===== src/rtl/psum_pkg.sv =====
package psum_pkg;
  parameter int unsigned PS_CLUSTERS = 4;
  parameter int unsigned PS_BASES    = 8;
  parameter int unsigned PS_WIDTH    = 16;
  parameter int unsigned PS_INC_W    = 8;
  parameter int unsigned PS_LANES    = 2;
endpackage


===== src/rtl/psum_lane_sel.sv =====
module psum_lane_sel #(
  parameter int unsigned N_CL  = 4,
  parameter int unsigned BW    = 3,
  parameter int unsigned LANES = 2
) (
  input  logic [N_CL-1:0]       req_valid,
  input  logic [N_CL*BW-1:0]    req_base,
  output logic [N_CL-1:0]       req_ready,
  output logic [LANES-1:0]      lane_v,
  output logic [LANES*BW-1:0]   lane_base,
  output logic [LANES*N_CL-1:0] lane_mask
);
  localparam int unsigned CW = $clog2(N_CL + 1);

  logic [BW-1:0] b    [N_CL];
  logic [CW-1:0] rank [N_CL];
  logic [CW-1:0] grp  [N_CL];
  logic [N_CL-1:0] lead;
  logic [CW-1:0] cnt;

  for (genvar i = 0; i < N_CL; i++) begin : g_unpack
    assign b[i] = req_base[i*BW +: BW];
  end

  // leaders are the lowest-index requester of each distinct base; rank = lane
  always_comb begin
    cnt = '0;
    for (int i = 0; i < N_CL; i++) begin
      lead[i] = req_valid[i];
      for (int j = 0; j < i; j++)
        if (req_valid[j] && b[j] == b[i]) lead[i] = 1'b0;
      rank[i] = cnt;
      if (lead[i]) cnt = cnt + CW'(1);
    end
    for (int i = 0; i < N_CL; i++) begin
      grp[i] = rank[i];
      for (int j = i - 1; j >= 0; j--)
        if (req_valid[j] && b[j] == b[i]) grp[i] = rank[j];
      req_ready[i] = !req_valid[i] || (grp[i] < CW'(LANES));
    end
    lane_v    = '0;
    lane_base = '0;
    lane_mask = '0;
    for (int l = 0; l < LANES; l++)
      for (int i = 0; i < N_CL; i++)
        if (req_valid[i] && grp[i] == CW'(l)) begin
          lane_v[l]                = 1'b1;
          lane_base[l*BW +: BW]    = b[i];
          lane_mask[l*N_CL + i]    = 1'b1;
        end
  end
endmodule


===== src/rtl/psum_batch_exec.sv =====
module psum_batch_exec #(
  parameter int unsigned N_CL = 4,
  parameter int unsigned W    = 16,
  parameter int unsigned IW   = 8
) (
  input  logic [N_CL-1:0]    mask,
  input  logic [N_CL*IW-1:0] inc,
  output logic [N_CL*W-1:0]  offs,
  output logic [W-1:0]       total
);
  logic [W-1:0] pre [N_CL+1];

  assign pre[0] = '0;
  for (genvar k = 0; k < N_CL; k++) begin : g_chain
    assign pre[k+1] = pre[k] + (mask[k] ? W'(inc[k*IW +: IW]) : {W{1'b0}});
    assign offs[k*W +: W] = pre[k];
  end
  assign total = pre[N_CL];
endmodule


===== src/rtl/psum_combiner.sv =====
module psum_combiner #(
  parameter int unsigned N_CL   = psum_pkg::PS_CLUSTERS,
  parameter int unsigned N_BASE = psum_pkg::PS_BASES,
  parameter int unsigned W      = psum_pkg::PS_WIDTH,
  parameter int unsigned IW     = psum_pkg::PS_INC_W,
  parameter int unsigned LANES  = psum_pkg::PS_LANES,
  localparam int unsigned BW    = (N_BASE > 1) ? $clog2(N_BASE) : 1
) (
  input  logic                     clk,
  input  logic                     rst_n,
  input  logic [N_CL-1:0]          req_valid,
  input  logic [N_CL*BW-1:0]       req_base,
  input  logic [N_CL*IW-1:0]       req_inc,
  output logic [N_CL-1:0]          req_ready,
  output logic [LANES-1:0]         bc_valid,
  output logic [LANES*BW-1:0]      bc_base,
  output logic [LANES*W-1:0]       bc_old,
  output logic [LANES*N_CL-1:0]    bc_mask,
  output logic [LANES*N_CL*W-1:0]  bc_offs
);
  logic [LANES-1:0]      lane_v;
  logic [LANES*BW-1:0]   lane_base;
  logic [LANES*N_CL-1:0] lane_mask;

  psum_lane_sel #(.N_CL(N_CL), .BW(BW), .LANES(LANES)) u_sel (
    .req_valid (req_valid),
    .req_base  (req_base),
    .req_ready (req_ready),
    .lane_v    (lane_v),
    .lane_base (lane_base),
    .lane_mask (lane_mask)
  );

  // stage 1: batch formation registers
  logic [LANES-1:0]      s1_v;
  logic [LANES*BW-1:0]   s1_base;
  logic [LANES*N_CL-1:0] s1_mask;
  logic [N_CL*IW-1:0]    s1_inc;

  always_ff @(posedge clk) begin
    if (!rst_n) begin
      s1_v    <= '0;
      s1_base <= '0;
      s1_mask <= '0;
      s1_inc  <= '0;
    end else begin
      s1_v    <= lane_v;
      s1_base <= lane_base;
      s1_mask <= lane_mask;
      s1_inc  <= req_inc;
    end
  end

  // stage 2: read-modify-write of the base file and broadcast
  logic [W-1:0]          base_q   [N_BASE];
  logic [W-1:0]          lane_old [LANES];
  logic [W-1:0]          lane_tot [LANES];
  logic [LANES*N_CL*W-1:0] lane_offs;

  for (genvar l = 0; l < LANES; l++) begin : g_lane
    assign lane_old[l] = base_q[s1_base[l*BW +: BW]];
    psum_batch_exec #(.N_CL(N_CL), .W(W), .IW(IW)) u_exec (
      .mask  (s1_mask[l*N_CL +: N_CL]),
      .inc   (s1_inc),
      .offs  (lane_offs[l*N_CL*W +: N_CL*W]),
      .total (lane_tot[l])
    );
  end

  always_ff @(posedge clk) begin
    if (!rst_n) begin
      for (int i = 0; i < N_BASE; i++) base_q[i] <= '0;
      bc_valid <= '0;
      bc_base  <= '0;
      bc_old   <= '0;
      bc_mask  <= '0;
      bc_offs  <= '0;
    end else begin
      for (int l = 0; l < LANES; l++) begin
        if (s1_v[l]) base_q[s1_base[l*BW +: BW]] <= lane_old[l] + lane_tot[l];
        bc_old[l*W +: W] <= lane_old[l];
      end
      bc_valid <= s1_v;
      bc_base  <= s1_base;
      bc_mask  <= s1_mask;
      bc_offs  <= lane_offs;
    end
  end

  // checker state: accepted / refused requests one edge ago
  logic acc_d, stall_d;
  always_ff @(posedge clk) begin
    if (!rst_n) begin
      acc_d   <= 1'b0;
      stall_d <= 1'b0;
    end else begin
      acc_d   <= |(req_valid & req_ready);
      stall_d <= |(req_valid & ~req_ready);
    end
  end

  assert_accept_broadcast_R2: assert property (@(posedge clk) disable iff (!rst_n)
    acc_d |=> (|bc_valid));
  assert_no_spurious_R2: assert property (@(posedge clk) disable iff (!rst_n)
    !acc_d |=> (bc_valid == '0));
  assert_refuse_full_R7: assert property (@(posedge clk) disable iff (!rst_n)
    stall_d |=> (&bc_valid));

  for (genvar a = 0; a < LANES; a++) begin : g_chk_a
    for (genvar c = a + 1; c < LANES; c++) begin : g_chk_c
      assert_distinct_base_R6: assert property (@(posedge clk) disable iff (!rst_n)
        (bc_valid[a] && bc_valid[c]) |-> (bc_base[a*BW +: BW] != bc_base[c*BW +: BW]));
      assert_disjoint_mask_R3: assert property (@(posedge clk) disable iff (!rst_n)
        (bc_mask[a*N_CL +: N_CL] & bc_mask[c*N_CL +: N_CL]) == '0);
    end
  end
endmodule


===== config.mk =====
export PLATFORM = sky130hd
export DESIGN_NAME = psum_combiner
export DESIGN_NICKNAME = d
export VERILOG_FILES = /design/src/rtl/psum_pkg.sv /design/src/rtl/psum_lane_sel.sv /design/src/rtl/psum_batch_exec.sv /design/src/rtl/psum_combiner.sv
export SDC_FILE = /design/constraint.sdc
export NUM_CORES = 1
export LEC_CHECK = 0
export BUFFER_PORTS_ARGS = -buffer_cell sky130_fd_sc_hd__buf_2
export CAP_MARGIN = 15
export CORE_MARGIN = 2
export CORE_UTILIZATION = 60
export CTS_BUF_LIST = sky130_fd_sc_hd__clkbuf_8
export DETAILED_ROUTE_END_ITERATION = 7
export GPL_TIMING_DRIVEN = 0
export PLACE_DENSITY = 0.84
export SYNTH_ARGS = -nofsm -noshare
export SYNTH_HDL_FRONTEND = slang
export SYNTH_SLANG_ARGS = --single-unit

===== constraint.sdc =====
create_clock -name clk -period 11.9 [get_ports clk]
set_clock_uncertainty 0.15 [all_clocks]
set_input_delay 1.785 -clock clk [delete_from_list [all_inputs] [get_ports clk]]
set_output_delay 1.785 -clock clk [all_outputs]
set_load 0.03 [all_outputs]

* Word level (Yosys, flattened, before mapping)
Memory sizes are Yosys's and may differ from the RTL's. A register that Yosys moved wholly into a read port is not among the register bits. Index checks and enable logic that the tools add are counted.
Storage, ports and cells: word-level logic and storage cells 111, output and inout port bits 180, register bits 224, memory bits (writable) 128, memories 1, input bits 50
Operators by class: multiplexer cells 54, add/subtract/negate cells 10, eq/ne operators 9, reductions and logical operators 23, order comparisons 3
Memories:
- base_q | depth 8, width 16, read ports 2, clocked after memory_dff 2, write ports 8, line psum_combiner.sv:55 | logic [W-1:0] base_q [N_BASE];
Operator list (count):
- $add A16 B16 Y16 | 8
- $mux W8 | 8
- $mux W3 | 19
- $mux W16 | 2
- $reduce_or A16 Y1 | 2
- $mux W1 | 25
- $eq A3 B3 Y1 | 6
- $logic_and A1 B1 Y1 | 12
- $eq A3 B1 Y1 const B | 3
- $logic_not A3 Y1 | 3
- $lt A3 B2 Y1 const B | 3
- $add A3 B1 Y3 const B | 1
- $logic_not A1 Y1 | 3
- $logic_or A1 B1 Y1 | 3
- $add A1 B1 Y2 const B | 1

* Depth between registers and ports, before layout
Gate-level depths: netlist (run 1).
word-level depth 13, mapped depth 26, gate-level depth less buffers 25

* Cells and area by module
Synthesis (run 1) repeated with hierarchy kept, for this count alone.
Second synthesis, totals: cells, all modules 1871, area total of the unflattened synthesis 18881.9 µm²
By module, submodules not included:
- psum_combiner | sequential area each 8328.0 µm², area an instance 15035.7 µm², times used 1, cells each 1355
- psum_batch_exec | sequential area each 0.0 µm², area an instance 1581.5 µm², times used 2, cells each 210
- psum_lane_sel | sequential area each 0.0 µm², area an instance 683.2 µm², times used 1, cells each 96

* Worst setup path after synthesis (run 1)
No wires, ideal clock.
path kind register -> register, from register s1_mask[0], to memory base_q[1][13] (data pin), data required time 11.476 ns, cell stages (with the launch flop) 25, clock period less this slack 5.545 ns, buffers on the path 1, setup slack 6.355 ns, arrival time 5.121 ns, setup time 0.274 ns, path through dfxtp_1 clkbuf_1 and2_1 ha_1 inv_1 fa_1 nor2b_1 o21ai_0 a21boi_0 o21ai_0 nor2b_1 xnor2_1 ha_1 o21a_1 nor2_1 a21oi_1 xor2_1 fa_1 ha_1 o21a_1 o2111a_1 a211oi_1 nor2_1 xnor2_2 o22ai_1
RTL lines:
- start: declaration | line psum_combiner.sv:37 | logic [LANES*N_CL-1:0] s1_mask;
- start signal: assignment | line psum_combiner.sv:49 | s1_mask <= lane_mask;
- end: declaration | line psum_combiner.sv:55

==> run metrics, run 1 <==
outcome complete, but fails checks; failing checks design-rule violations; Tmin final 6.89 ns; routed wire length per instance 22.7 microns; post-route ant nets 0; DIE AREA 0.0258 sq mm; Final HPWL DP 32.4 mm; Sw Share 34.3%; Critical Path Most Common Cell ha_1; FF+latch area 0.00661 sq mm; worst vdd ir 0.0825 mV; GRT Max-Usage Layer met2; routing usage on met1 42.0%; setup tns final 0 ns; Top FF cell, synth dfxtp_1; P_leak 7.53 nW; FF-to-FF Start s1_mask[0]; post-CTS setup buffer count 0; synthesized flop and latch total 266; Sw Pwr 891 uW; MaxCap Viol Count 0; initial antenna violation count 0; synth unique cells 76; Vias 12600; Rel. slew slack 13.8%; Num CTS Buffers 43; register area share after synthesis 44.9%; port buffer count 141; Hold Path Class register to register; core region area 0.0242 sq mm; sequential fraction of design power 40.7%; CTS H-tree depth 2; max incr delay on CP 0.56 ns; Die Height 161 microns; grt met2 use 54.6%; GR Layer Usage met3 11.3%; FF-to-FF setup slack 5.01 ns; crit end category register; synthesized area per cell 10.6 sq um; period utilization 57.9%; placed insts 1939; clk buf depth 3; fill cell count 1730; share of synthesized registers carrying an async set or reset 0%; post-cts resize count 0; Syn Inst Count 1388; EDFF count, synth 128; area added between synthesis and finish 16.0%; Setup Viol. Count Final 0; WHS 0.304 ns; drt initial violations 2017; ant diodes 0; critical path capture point base_q[1][12]; CP Max Fanout 10; Slew Viols, Final 0; clock power share 31.5%; Max stage delay cell, worst path a21oi_1; vias in the first global route 12300; CP startpoint s1_mask[0]; CP Launch Type register; Starting Density 60.9%; layout cells sized above 1 22.4%; R2R Path End base_q[1][12]; WL final 45.8 mm; fin cells 2018; Synth Cell Area 0.0147 sq mm; IO Pins 230; CTS root buf clkbuf_8; DRC 54; RD Place Congestion 0.988; Pre-Repair DR Iteration Count 8; Fmax 0.145 GHz; total grt overflow 0; total power 2.60 mW; Worst-Skew Late Latency 0.60 ns; WP data required 12.05 ns; first-pass GRT wire length 67.9 mm; placement row count 57; P per Cell Area 152 mW/mm^2; vias per cell 6.26; Worst Reg-to-Reg Cells 25; CTS Hold Buffers Added 0; P_int 1.71 mW; yosys warns 0; Clock Sinks 266; fin util 70.7%; Die Width 161 microns; largest net degree at the start of global routing 17; CP Data Arrival Time 7.04 ns; multi-input logic area 0.00728 sq mm; CTS tree yes; Worst-Margin Slew 1.29 ns; Reg clk slew, reported paths 0.06 ns; Final Hold Fails 0; gr usage total 34.6%; RSZ-0062 raised after global routing false; NumNets Final 1782; Logic pwr share 27.8%; Crit Path Class register to register
worst min-delay path by stage:
stage	depth (start not counted)	startpoint	endpoint
5_1_grt	1	s1_inc[8]	bc_offs[96]
2_1_floorplan	2	s1_v[0]	bc_valid[0]
4_1_cts	1	s1_inc[8]	bc_offs[96]
3_5_place_dp	1	s1_inc[5]	bc_offs[21]
3_3_place_gp	1	s1_inc[5]	bc_offs[21]
6_report	1	s1_inc[8]	bc_offs[96]
power groups by stage:
stage	combinational [mW]	sequential, mW	clock [mW]
finish	0.723	1.06	0.817
global route	0.758	1.06	0.850
CTS	0.693	1.06	0.808
detailed placement	0.687	1.07	0
global placement	0.671	1.07	0
floorplan	0.454	1.11	0
worst max-delay path, delay by kind of cell, from the launching register on:
family,cells,cell delay [ns]
flip-flops,1,0.46
AND/OR/NAND/NOR,6,0.93
adder cells (fa/ha/maj),5,1.73
XOR/XNOR,2,0.51
AO/OA/AOI/OAI,10,2.47
buffers and inverters,2,0.40
synthesized netlist by cell type, drive strengths merged, types with 17 or more instances:
library cell,instances,area share [%]
a22o,19,1.1
fa,21,2.9
nor2,91,2.4
xnor2,33,2.0
clkbuf,42,1.1
buf,119,5.7
and3,19,0.81
mux2,17,1.3
xor2,23,1.4
dfxtp,138,19
o22ai,118,5.0
nand3,33,1.2
nand2,77,2.0
mux4,34,5.2
edfxtp,128,26
o21ai,30,1.0
a21oi,33,1.1
inv,44,1.1
mux2i,34,2.3
ha,48,4.1
and2,129,5.5
sequential cells by signal, summed over array words and instances (netlist names):
register,count
base_q,128
bc_base,6
bc_mask,7
bc_offs,44
bc_old,32
bc_valid,2
s1_base,6
s1_inc,32
s1_mask,7
s1_v,2
per-stage QoR:
stage	area [sq um]	worst slack [ns]
2_1_floorplan	15000	6.36
3_3_place_gp	16200	5.02
3_5_place_dp	16200	4.84
4_1_cts	17000	4.80
5_1_grt	17100	4.58
6_report	17100	5.01
cells in the final DEF (no fill, tap or decap), types with 14 or more instances in the layout:
cell type	n
buf_2	156
dfxtp_1	138
and2_1	129
edfxtp_1	128
o22ai_1	118
buf_4	90
nor2_1	88
conb_1	87
nand2_1	76
inv_1	60
clkbuf_8	49
ha_1	48
clkbuf_1	42
mux4_2	34
mux2i_1	34
a21oi_1	32
xnor2_1	32
nand3_1	32
o21ai_0	30
xor2_1	22
fa_1	21
and3_1	19
a22o_1	19
mux2_2	17
nor2b_1	16
nor3_1	15
o21a_1	14
cell families (layout without fill, tap and decap cells):
group / Yosys count / after routing / synth area share [%]
AO/OA/AOI/OAI: 288 / 288 / 13.3
XOR/XNOR: 56 / 56 / 3.43
adder cells (fa/ha/maj): 69 / 69 / 6.93
buffers and inverters: 206 / 427 / 7.88
flip-flops: 266 / 266 / 44.9
multiplexers: 85 / 85 / 8.81
other: 2 / 87 / 0.0510
AND/OR/NAND/NOR: 416 / 416 / 14.8
cell type report:
| class | instances | area share, % |
|---|---|---|
| multi-input cells | 1001 | 42.6 |
| flip-flops and latches | 266 | 38.7 |
| plain buffers | 161 | 5.80 |
| repair buffers | 145 | 4.47 |
| clock buffers | 49 | 3.95 |
| well taps | 324 | 2.37 |
| clock inverters | 27 | 1.14 |
| inverters | 45 | 0.989 |
layer usage:
metal  vias up  wire length, microns
met1      5849                 15900
met3       280                  6580
met4         0                  2910
li1       5423                     -
met2      1081                 20300
met5         -                     0
(Power assumes the default switching activity.)
==> run 2, diff against run 1 <==
--- a/config.mk
+++ b/config.mk
@@ -5,14 +5,15 @@
 export SDC_FILE = /design/constraint.sdc
 export NUM_CORES = 1
 export LEC_CHECK = 0
+export ABC_AREA = 1
 export BUFFER_PORTS_ARGS = -buffer_cell sky130_fd_sc_hd__buf_2
 export CAP_MARGIN = 15
 export CORE_MARGIN = 2
-export CORE_UTILIZATION = 60
+export CORE_UTILIZATION = 59
 export CTS_BUF_LIST = sky130_fd_sc_hd__clkbuf_8
 export DETAILED_ROUTE_END_ITERATION = 7
 export GPL_TIMING_DRIVEN = 0
-export PLACE_DENSITY = 0.84
+export PLACE_DENSITY = 0.82
 export SYNTH_ARGS = -nofsm -noshare
 export SYNTH_HDL_FRONTEND = slang
 export SYNTH_SLANG_ARGS = --single-unit
==> constraint.sdc (replaced) <==
create_clock -name clk -period 7.15 [get_ports clk]
set_clock_uncertainty 0.15 [all_clocks]
set_input_delay 1.0725 -clock clk [delete_from_list [all_inputs] [get_ports clk]]
set_output_delay 1.0725 -clock clk [all_outputs]
set_load 0.03 [all_outputs]
==> run 2 against run 1 <==
  * Cell count is 24% higher
  * Hold slack improved by 0.0092 ns
  * The flow still finishes with violations (design-rule violations)
  * Sequential share of layout area shrank 0.72 points
  * Largest cell class is now flip-flops and latches
  * Utilization fell by 1.1 points
  * Sequential cell count unchanged
  * Clock power grew 70%
  * Highest routed layer is now met5
  * Cell area increased by 1.9%
==> run metrics, run 2 <==
outcome complete, but fails checks; failing checks design-rule violations; yosys warns 0 (unchanged); vias per cell 5.61 (-10%); Top FF cell, synth dfxtp_1; P_int 2.76 mW (+62%); CP Max Fanout 9 (-1); synth unique cells 52 (-32%); Setup Viol. Count Final 0 (unchanged); synthesized area per cell 8.03 sq um (-24%); Hold Path Class register to register; layout cells sized above 1 16.8% (-5.6 points); Tmin final 6.57 ns (-0.317 ns); Fmax 0.152 GHz (+4.8%); synthesized flop and latch total 266 (unchanged); total grt overflow 0 (unchanged); fill cell count 2032 (+17%); max reg flops 128 (unchanged); Syn Inst Count 1868 (+35%); Worst-Skew Late Latency 0.58 ns (-0.02 ns); post-cts resize count 0 (unchanged); Sw Pwr 1.54 mW (+73%); grt met2 use 56.3% (+1.7 points); setup tns final 0 ns (unchanged); clock power share 32.4% (+0.9 points); FF+latch area 0.00661 sq mm (unchanged); IO Pins 230 (unchanged); largest registers base_q: 128 flops, bc_offs: 44 flops; Sw Share 35.8% (+1.5 points); area added between synthesis and finish 16.1% (about the same); Rel. slew slack 22.8% (+9.0 points); port buffer count 141 (unchanged); hold depth 2 (+1); count leader, synth nand2_1; CTS root buf clkbuf_8; clk buf depth 3 (unchanged); Synth Cell Area 0.0150 sq mm (+1.8%); largest net degree at the start of global routing 17 (unchanged); CP Data Arrival Time 6.75 ns (-0.29 ns); core region area 0.0250 sq mm (+3.6%); CTS tree yes; DRC 5 (-91%); CTS H-tree depth 2 (unchanged); first-pass GRT wire length 73.2 mm (+7.8%); dpl cell area 0.0164 sq mm (+1.7%); sequential fraction of design power 40.6% (about the same); routed wire length per instance 19.8 microns (-13%); GR Layer Usage met3 11.1% (-0.21 points); Commonest cells post-synth 402 x nand2_1, 311 x inv_1, 149 x nor2_1, 138 x dfxtp_1, 128 x edfxtp_1; Vias 14100 (+11%); total power 4.30 mW (+66%); WL final 49.5 mm (+8.2%); Slew Viols, Final 0 (unchanged); P_leak 8.99 nW (+19%); Starting Density 59.9% (-1.0 points); final instance area 0.0174 sq mm (+1.9%); Worst-Margin Slew 1.16 ns (-0.134 ns); routing usage on met1 47.7% (+5.7 points); Worst Reg-to-Reg Cells 26 (+4.0%); post-route ant nets 0 (unchanged); leading area contributor after synthesis edfxtp_1; NumNets Final 2263 (+27%); post-CTS setup buffer count 0 (unchanged); Final HPWL DP 35.9 mm (+11%); Die Height 163 microns (+1.7%); Pre-Repair DR Iteration Count 8 (unchanged); register area share after synthesis 44.1% (-0.80 points); Reg with most FFs base_q; multi-input logic area 0.00656 sq mm (-9.8%); Final Hold Fails 0 (unchanged); vias in the first global route 13000 (+5.3%); gr usage total 36.7% (+2.1 points); period utilization 91.9% (+34 points); Clock Sinks 266 (unchanged); Num CTS Buffers 43 (unchanged); Reg clk slew, reported paths 0.06 ns (about the same); drt initial violations 1957 (-3.0%); DIE AREA 0.0267 sq mm (+3.5%); WP data required 7.33 ns (-4.72 ns); CP Launch Type register; worst vdd ir 0.205 mV (+150%); P per Cell Area 247 mW/mm^2 (+63%); leading cell types in the layout, fill and taps excluded 402 x nand2_1, 318 x inv_1, 155 x buf_2; crit end category register; GRT Max-Usage Layer met2; MaxCap Viol Count 0 (unchanged); placement row count 58 (+1.8%); Crit Path Class register to register; Logic pwr share 27.0% (-0.8 points); commonest non-fill, non-tap cell in the layout nand2_1; initial antenna violation count 2 (+2); EDFF count, synth 128 (unchanged); RSZ-0062 raised after global routing false; Die Width 163 microns (+1.7%); CTS Hold Buffers Added 0 (unchanged); RD Place Congestion 1.04 (+5.1%); top-area cell type share of the netlist area 25.6% (-0.47 points); share of synthesized registers carrying an async set or reset 0% (unchanged); Area contributors post-synth edfxtp_1 26%, dfxtp_1 18%, nand2_1 10%
[run 2: cell types whose count changed after synthesis, moves of 61 or more]
| cell | delta |
|---|---|
| nand2_1 | +326 |
| inv_1 | +269 |
| and2_1 | -126 |
| nand3_1 | +87 |
| nor2_1 | +61 |
[run 2: cell type report]
cell class,count,area share [%]
antenna,1,0.0144
buffer,139,5.12
clock buffer,47,3.72
clock inverter,28,1.37
inverter,334,7.20
multi-input combinational,1214,37.7
sequential,266,37.9
tap,330,2.37
timing repair buffer,146,4.56
[run 2: logic make-up (layout without fill, tap and decap cells)]
| group | count (synthesis) | count (layout) | synth area share, % |
|---|---|---|---|
| AND/OR/NAND/NOR | 731 | 731 | 20.6 |
| XOR/XNOR | 34 | 34 | 2.09 |
| flip-flops | 266 | 266 | 44.1 |
| AO/OA/AOI/OAI | 293 | 293 | 12.1 |
| buffers and inverters | 473 | 694 | 14.3 |
| other | 2 | 88 | 0.0501 |
| adder cells (fa/ha/maj) | 69 | 69 | 6.81 |
[run 2: worst paths after layout]
| path | start | to | slack (ns) |
|---|---|---|---|
| setup / recovery | s1_mask[0] | base_q[4][15] | 0.58 |
| hold / removal | s1_inc[2] | bc_offs[18] | 0.31 |
| setup reg to reg | s1_mask[0] | base_q[4][15] | 0.58 |
| hold reg to reg | s1_inc[2] | bc_offs[18] | 0.31 |
[run 2: routing by layer]
layer / vias up / wire [microns]
met5: - / 47
met4: 2 / 2480
li1: 6503 / -
met3: 200 / 6910
met2: 1026 / 21600
met1: 6334 / 18500
[run 2: worst max-delay path: stages (launching register included)]
cell      delay [ns]
dfxtp_1         0.31
clkbuf_1        0.34
nand2_1         0.14
inv_1           0.11
ha_1            0.18
inv_1           0.06
fa_1            0.44
o21ai_0         0.43
a21oi_1         0.17
o21ai_0         0.28
xor2_1          0.34
inv_1           0.10
ha_1            0.31
inv_1           0.06
o21ai_0         0.27
xnor2_1         0.19
inv_1           0.14
fa_1            0.49
ha_1            0.36
inv_1           0.08
nor3_1          0.24
nand3_1         0.11
and3_1          0.30
nor2_2          0.18
nand3_1         0.27
nand3_1         0.19
nand2_1         0.07
[run 2: power by group through the flow]
stage | Clock (mW) | Sequential (mW) | Combinational, mW
after global routing | 1.46 | 1.76 | 1.24
after floorplan | 0 | 1.85 | 0.693
after global placement | 0 | 1.78 | 1.09
after detailed placement | 0 | 1.78 | 1.11
after CTS | 1.39 | 1.75 | 1.12
final | 1.39 | 1.75 | 1.16
[run 2: stage by stage]
stage                     hold WS, ns  instances  setup slack, ns  utilization, %
after CTS                       0.307       2499            0.710            69.2
after floorplan                 0.268       1953             2.01               -
after global placement          0.288       2424             1.13            65.6
after detailed placement        0.291       2424            0.843            65.6
final                           0.314       2505            0.576            69.5
after global routing            0.323       2505            0.140            69.5
